## src/rtl/dag_pkg.sv

```systemverilog
package dag_pkg;
    localparam int OFF_W   = 16;
    localparam int PAGE_W  = 8;
    localparam int IMM_W   = 8;
    localparam int N_PTR   = 4;
    localparam int N_BANK  = 2;
    localparam int SEL_W   = $clog2(N_PTR);
    localparam int ADDR_W  = OFF_W + PAGE_W;

    typedef enum logic [2:0] {
        WK_INDEX  = 3'd0,
        WK_MODIFY = 3'd1,
        WK_LENGTH = 3'd2,
        WK_BASE   = 3'd3,
        WK_PAGE   = 3'd4
    } wr_kind_t;

    typedef struct packed {
        logic [SEL_W-1:0] idx;
        logic [SEL_W-1:0] mod;
        logic             imm_en;
        logic [IMM_W-1:0] imm;
        logic             pre;
        logic             update;
    } dag_req_t;

    function automatic logic [OFF_W-1:0] widen_imm(input logic [IMM_W-1:0] v);
        return {{(OFF_W-IMM_W){v[IMM_W-1]}}, v};
    endfunction
endpackage

```

## src/rtl/dag_regfile.sv

```systemverilog
module dag_regfile
    import dag_pkg::*;
#(
    parameter int W    = OFF_W,
    parameter int PW   = PAGE_W,
    parameter int NP   = N_PTR,
    parameter int NB   = N_BANK,
    localparam int SW  = $clog2(NP),
    localparam int BW  = (NB > 1) ? $clog2(NB) : 1
) (
    input  logic          clk,
    input  logic          rst,
    input  logic [BW-1:0] bank,
    input  logic          wr_en,
    input  logic [2:0]    wr_kind,
    input  logic [SW-1:0] wr_sel,
    input  logic [W-1:0]  wr_data,
    input  logic          upd_en,
    input  logic [SW-1:0] upd_sel,
    input  logic [W-1:0]  upd_val,
    input  logic [SW-1:0] rd_isel,
    input  logic [SW-1:0] rd_msel,
    output logic [W-1:0]  rd_idx,
    output logic [W-1:0]  rd_mod,
    output logic [W-1:0]  rd_len,
    output logic [W-1:0]  rd_base,
    output logic [PW-1:0] rd_page
);
    logic [NB-1:0][NP-1:0][W-1:0] idx_q, mod_q, len_q, base_q;
    logic [NB-1:0][PW-1:0]        page_q;

    always_ff @(posedge clk) begin
        if (rst) begin
            idx_q  <= '0;
            mod_q  <= '0;
            len_q  <= '0;
            base_q <= '0;
            page_q <= '0;
        end else begin
            for (int b = 0; b < NB; b++) begin
                if (wr_en && (bank == BW'(b))) begin
                    case (wr_kind)
                        WK_INDEX:  idx_q[b][wr_sel]  <= wr_data;
                        WK_MODIFY: mod_q[b][wr_sel]  <= wr_data;
                        WK_LENGTH: len_q[b][wr_sel]  <= wr_data;
                        WK_BASE:   base_q[b][wr_sel] <= wr_data;
                        WK_PAGE:   page_q[b]         <= wr_data[PW-1:0];
                        default: ;
                    endcase
                end
                // pointer update from a request overrides a same-cycle write
                if (upd_en && (bank == BW'(b)))
                    idx_q[b][upd_sel] <= upd_val;
            end
        end
    end

    assign rd_idx  = idx_q[bank][rd_isel];
    assign rd_mod  = mod_q[bank][rd_msel];
    assign rd_len  = len_q[bank][rd_isel];
    assign rd_base = base_q[bank][rd_isel];
    assign rd_page = page_q[bank];

    for (genvar b = 0; b < NB; b++) begin : g_bank_chk
        for (genvar i = 0; i < NP; i++) begin : g_ptr_chk
            // untouched pointer holds its value
            p_idx_hold_r4: assert property (@(posedge clk) disable iff (rst)
                !(wr_en && wr_kind == WK_INDEX && wr_sel == SW'(i) && bank == BW'(b)) &&
                !(upd_en && upd_sel == SW'(i) && bank == BW'(b))
                |=> $stable(idx_q[b][i]));
            // request update wins over a write
            p_upd_wins_r10: assert property (@(posedge clk) disable iff (rst)
                upd_en && upd_sel == SW'(i) && bank == BW'(b)
                |=> idx_q[b][i] == $past(upd_val));
        end
    end
endmodule

```

## src/rtl/dag_alu.sv

```systemverilog
module dag_alu
    import dag_pkg::*;
#(
    parameter int W  = OFF_W,
    parameter int IW = IMM_W
) (
    input  logic [W-1:0]  idx,
    input  logic [W-1:0]  mod,
    input  logic          use_imm,
    input  logic [IW-1:0] imm,
    input  logic [W-1:0]  base,
    input  logic [W-1:0]  len,
    output logic [W-1:0]  mod_eff,
    output logic [W-1:0]  next
);
    logic signed [W+1:0] sum, lim, lo, span, res;

    always_comb begin
        mod_eff = use_imm ? {{(W-IW){imm[IW-1]}}, imm} : mod;
        sum  = $signed({2'b00, idx}) + $signed({{2{mod_eff[W-1]}}, mod_eff});
        lo   = $signed({2'b00, base});
        span = $signed({2'b00, len});
        lim  = lo + span;
        res  = sum;
        if (len != '0) begin
            if (sum >= lim)
                res = sum - span;
            else if (sum < lo)
                res = sum + span;
        end
        next = res[W-1:0];
    end
endmodule

```

## src/rtl/circ_dag.sv

```systemverilog
module circ_dag
    import dag_pkg::*;
(
    input  logic              clk,
    input  logic              rst,
    input  logic              bank_sel,
    input  logic              wr_en,
    input  logic [2:0]        wr_kind,
    input  logic [SEL_W-1:0]  wr_sel,
    input  logic [OFF_W-1:0]  wr_data,
    input  logic              req_valid,
    input  logic [SEL_W-1:0]  req_idx,
    input  logic [SEL_W-1:0]  req_mod,
    input  logic              req_imm_en,
    input  logic [IMM_W-1:0]  req_imm,
    input  logic              req_pre,
    input  logic              req_update,
    output logic [ADDR_W-1:0] addr,
    output logic              addr_valid
);
    dag_req_t            req;
    logic [OFF_W-1:0]    cur_idx, cur_mod, cur_len, cur_base, mod_eff, nxt;
    logic [PAGE_W-1:0]   cur_page;
    logic [ADDR_W-1:0]   addr_q;
    logic                valid_q;

    assign req = '{idx: req_idx, mod: req_mod, imm_en: req_imm_en,
                   imm: req_imm, pre: req_pre, update: req_update};

    dag_regfile #(.W(OFF_W), .PW(PAGE_W), .NP(N_PTR), .NB(N_BANK)) u_regs (
        .clk     (clk),
        .rst     (rst),
        .bank    (bank_sel),
        .wr_en   (wr_en),
        .wr_kind (wr_kind),
        .wr_sel  (wr_sel),
        .wr_data (wr_data),
        .upd_en  (req_valid && req.update),
        .upd_sel (req.idx),
        .upd_val (nxt),
        .rd_isel (req.idx),
        .rd_msel (req.mod),
        .rd_idx  (cur_idx),
        .rd_mod  (cur_mod),
        .rd_len  (cur_len),
        .rd_base (cur_base),
        .rd_page (cur_page)
    );

    dag_alu #(.W(OFF_W), .IW(IMM_W)) u_alu (
        .idx     (cur_idx),
        .mod     (cur_mod),
        .use_imm (req.imm_en),
        .imm     (req.imm),
        .base    (cur_base),
        .len     (cur_len),
        .mod_eff (mod_eff),
        .next    (nxt)
    );

    always_ff @(posedge clk) begin
        if (rst) begin
            addr_q  <= '0;
            valid_q <= 1'b0;
        end else begin
            valid_q <= req_valid;
            if (req_valid)
                addr_q <= {cur_page, (req.pre ? nxt : cur_idx)};
        end
    end

    assign addr       = addr_q;
    assign addr_valid = valid_q;

    // strobe follows the request by one cycle
    p_valid_rise_r11: assert property (@(posedge clk) disable iff (rst)
        req_valid |=> addr_valid);
    p_valid_idle_r11: assert property (@(posedge clk) disable iff (rst)
        !req_valid |=> !addr_valid);
    // page field comes from the selected copy
    p_page_field_r6: assert property (@(posedge clk) disable iff (rst)
        req_valid |=> addr[ADDR_W-1:OFF_W] == $past(cur_page));

    logic [OFF_W:0] win_end;
    logic [OFF_W-1:0] mag;
    assign win_end = {1'b0, cur_base} + {1'b0, cur_len};
    assign mag     = mod_eff[OFF_W-1] ? (~mod_eff + 1'b1) : mod_eff;
    // a pointer inside its window stays inside after modification
    p_in_window_r8: assert property (@(posedge clk) disable iff (rst)
        req_valid && cur_len != '0 && cur_idx >= cur_base &&
        {1'b0, cur_idx} < win_end && mag < cur_len
        |-> nxt >= cur_base && {1'b0, nxt} < win_end);
endmodule

```

## config.mk

```make
export PLATFORM = sky130hd
export DESIGN_NAME = circ_dag
export DESIGN_NICKNAME = d
export VERILOG_FILES = /design/src/rtl/dag_pkg.sv /design/src/rtl/dag_regfile.sv /design/src/rtl/dag_alu.sv /design/src/rtl/circ_dag.sv
export SDC_FILE = /design/constraint.sdc
export NUM_CORES = 2
export LEC_CHECK = 0
export ABC_CLOCK_PERIOD_IN_PS = 11350
export BUFFER_PORTS_ARGS = -buffer_cell sky130_fd_sc_hd__clkbuf_2
export CAP_MARGIN = 20
export CORE_MARGIN = 2
export CORE_UTILIZATION = 30
export DETAILED_ROUTE_END_ITERATION = 7
export PLACE_DENSITY = 0.46
export SYNTH_ARGS = -nofsm -noshare
export SYNTH_HDL_FRONTEND = slang
export SYNTH_SLANG_ARGS = --single-unit
```

## constraint.sdc

```tcl
create_clock -name clk -period 11.35 [get_ports clk]
set_input_delay 2.8375 -clock clk [delete_from_list [all_inputs] [get_ports clk]]
set_output_delay 2.8375 -clock clk [all_outputs]
set_load 0.03 [all_outputs]
```

==> summary.txt <==
Run status
  – Status: finished, final reports clean

Logic synthesis
  – EDFF count, synth: 0
  – Unique masters post-synth: 75
  – Sequential-to-total area share from yosys stat: 0.387
  – Synth Cell Area: 28600 um^2
  – Syn_area_per_cell: 8.54 um^2
  – Syn_nets: approximately 3500
  – Mapped Cells: around 3300
  – Yosys warns: 0
  – Yosys reg bits: 553
  – Post-synthesis async set-or-reset flop share: 0
  – Ys flop type: dfxtp_1

Timing
  – Final Cycle Share: 0.817
  – Setup TNS: 0 ns
  – Fin. max-slew vios: 0
  – Post-route setup slack: 2.08 ns
  – Final Hold Viols: 0
  – Relative slew margins: 0.171
  – Clock Skew: ~0.020 ns
  – # setup viols final: 0
  – Highest clock rate: around 110 MHz
  – RSZ-0062 raised after global routing: false
  – Tmin final: ~9 ns
  – Measured slew at the worst slew-check pin: between 1 and 1.5 ns

Clocking
  – Clk slew on worst S/H paths: ~0.060 ns
  – CTS resizes: 0
  – Cts hold-fix bufs: 0
  – Clk sinks: around 550
  – # Post-CTS Setup Buffers: 0
  – TritonCTS clock tree: done
  – CTS Buf Count: a little under 70
  – Worst-skew pair later-pin latency: roughly 0.62 ns
  – CTS max path bufs: 3
  – Htree depth: 3
  – Root buffer cell: clkbuf_16

Placed design
  – GP Congestion: 0.915
  – Number of port buffers: 65
  – Post-DP HPWL: around 66 mm
  – Post-Place Worst Slack: between 1.5 and 2 ns

GRT
  – Number of global-route vias before repair: approximately 23000
  – Largest net degree at the start of global routing: 206
  – First-pass GRT wire length: about 160 mm
  – GR Overflow Total: 0
  – Antenna violations before repair: 5
  – GRT Util Overall: 0.208

Power and ir drop
  – Sequential power share: 0.424
  – Clk pwr share: 0.464
  – Maximum VDD drop: 0.0919 mV
  – Combinational Power Share: 0.112
  – Internal Power: between 0.003 and 0.004 W
  – Psw: about 0.0013 W
  – Sw Share: 0.271
  – P_leak: 11.8 nW
  – Power Dens Cells: ~140 nW/um^2

Cells and area
  – Commonest non-fill, non-tap cells in the layout: 863 x nand2_1, 553 x dfxtp_1, 493 x a21oi_1, 136 x nor2_1, 128 x mux4_2
  – Layout Nets: 3428
  – Area grow syn2layout: 13.3%
  – Final core utilization: 0.342
  – Most common cell after layout, fill and taps aside: nand2_1
  – Share of layout cells above drive strength 1: 0.159

Setup path
  – Arr. time, crit path: about 10 ns
  – Launch point of the worst reg-to-reg path: u_regs.mod_q[64]$_SDFFE_PP0P_
  – CP Launch Type: input port
  – Worst path required time: approximately 12 ns
  – Crit end category: flip-flop
  – Worst reg2reg endpoint: addr[4]$_SDFFE_PP0P_
  – Worst path max stage delay: approximately 0.97 ns
  – Crit path max fanout: between 50 and 60
  – Worst-path cell chain: clkbuf_8 -> buf_12 -> mux4_2 -> mux2_2 -> ha_1 -> a21oi_1 -> o211ai_1 -> o21ai_0 -> o21bai_1 -> a21oi_1 -> xnor2_1 -> ha_1 -> o21ai_0 -> nor2_1 -> a31o_2 -> a21oi_1 -> maj3_1 -> o221ai_1 -> nand4_1 -> a32o_1 -> a221oi_2 -> o21ai_0
  – FF-to-FF path depth: 22
  – WS Path Type: input port to flip-flop
  – Reg2Reg Setup Slack: roughly 4.7 ns
  – Crit-path slowest cell: a221oi_2

Routing
  – Via count: about 24000
  – # DRC: 0
  – Final WL: about 100 mm
  – Drt first pass iters: 5
  – Routed len/inst: around 23 um
  – DRT iter0 DRCs: 2058
  – Final ANT Viol Nets: 0
  – Vias per cell: approximately 5.3

Floorplanning
  – Top-Level Pins: 66
  – Effective utilization at floorplan: 0.302
  – Row cnt: between 100 and 150
  – Core box area: 94700 um^2
  – Die height: 313 um
  – Die width: ~310 um
  – Die area: just under 100000 um^2

Hold path
  – Worst hold stages: 2
  – Min-Delay Startpoint: u_regs.base_q[112]$_SDFFE_PP0P_
  – Hold crit path type: flip-flop to flip-flop
  – Worst Hold Path EP: u_regs.base_q[112]$_SDFFE_PP0P_

Flow run
  – Max cap viols: 0
## state kept, by name, summed over array words and instances (netlist names)
signal and count:
u_regs.base_q 128, addr_valid 1, addr 24, u_regs.idx_q 128, u_regs.len_q 128, u_regs.page_q 16
u_regs.mod_q 128
## area by class of cell
type | count | area, um^2
clock inverter | 20 | 195
clock buffer | 101 | 2000
antenna | 1 | 2.50
multi-input combinational | 2470 | 16400
tap | 1265 | 1580
fill | 9876 | 62300
inverter | 67 | 251
sequential | 553 | 11100
timing repair buffer | 133 | 933
## stage by stage
step | std cells | power [W] | area (um^2) | hold slack [ns]
6_report | 4610 | 0.00466 | 32400 | 0.449
5_1_grt | 4609 | 0.00482 | 32400 | 0.463
3_3_place_gp | 4487 | 0.00254 | 30200 | 0.439
3_5_place_dp | 4488 | 0.00254 | 30200 | 0.443
4_1_cts | 4609 | 0.00471 | 32400 | 0.451
2_1_floorplan | 3349 | 0.00236 | 28600 | 0.433
## worst max-delay path by stage
| stage | start | end | slack (ns) | depth (start not counted) |
|---|---|---|---|---|
| floorplan | bank_sel | addr[9]$_SDFFE_PP0P_ | 1.19 | 33 |
| global placement | bank_sel | addr[12]$_SDFFE_PP0P_ | 1.53 | 24 |
| detailed placement | bank_sel | addr[12]$_SDFFE_PP0P_ | 1.54 | 24 |
| CTS | bank_sel | addr[12]$_SDFFE_PP0P_ | 2.17 | 24 |
| global route | bank_sel | addr[12]$_SDFFE_PP0P_ | 1.62 | 22 |
| finish | bank_sel | addr[4]$_SDFFE_PP0P_ | 2.08 | 22 |
## logic make-up (layout without fill, tap and decap cells)
group / count (synthesis) / after routing / share of synthesized area
AO/OA/AOI/OAI: 815 / 815 / 0.167
XOR/XNOR: 55 / 55 / 0.0173
adder cells (fa/ha/maj): 96 / 96 / 0.0429
buffers and inverters: 326 / 321 / 0.0441
flip-flops: 553 / 553 / 0.387
multiplexers: 312 / 312 / 0.170
other: 0 / 1 / 0
AND/OR/NAND/NOR: 1192 / 1192 / 0.171
## power groups by stage
stage	combinational, W	clock (W)	sequential [W]
2_1_floorplan	0.000330	0	0.00203
3_3_place_gp	0.000521	0	0.00202
3_5_place_dp	0.000519	0	0.00202
4_1_cts	0.000521	0.00221	0.00198
5_1_grt	0.000559	0.00228	0.00198
6_report	0.000521	0.00216	0.00198
## worst max-delay path: cells and delay by family
kind | cells | cell delay (ns)
compound gates | 12 | 2.98
mux | 2 | 0.86
xor+xnor | 1 | 0.68
fa+ha+maj | 3 | 0.96
simple gates | 2 | 0.40
buf+inv | 2 | 0.90
## layer usage
metal / vias up / track usage / share of wire
met4: 8 / 0.0496 / 0.021
met1: 11884 / 0.284 / 0.45
met2: 597 / 0.344 / 0.47
li1: 11600 / - / -
met5: - / 0 / 0.00042
met3: 123 / 0.0345 / 0.052
## synth_stat cells (3+ instances only)
library cell,n,area (um^2)
nand2_1,863,3240
clkbuf_1,222,833
o21ai_0,105,526
fa_1,4,80.1
a211o_1,4,35.0
nor3_1,27,135
mux2i_1,67,671
nor3b_1,13,97.6
o211ai_1,11,82.6
ha_1,90,1130
dfxtp_1,553,11100
buf_2,7,35.0
xor2_1,20,175
nand2b_1,13,81.3
a221oi_1,4,35.0
nand3_1,35,175
nor2_1,154,578
a311oi_1,12,105
o21a_1,18,135
a21oi_1,493,2470
a221oi_2,3,45.0
o221ai_2,6,90.1
a211oi_1,103,773
a31oi_1,4,25.0
and3_1,10,62.6
or3_1,5,31.3
o22ai_1,4,25.0
o21bai_1,10,75.1
a21o_1,10,75.1
nor2b_1,33,206
buf_1,26,97.6
or3b_2,3,26.3
buf_6,4,45.0
nor4_1,3,18.8
mux4_2,128,2880
xnor2_1,34,298
and2_1,7,43.8
mux2_2,116,1310
inv_1,66,248
nand4_1,12,75.1
Note: power is estimated with default switching activity, not from simulation.
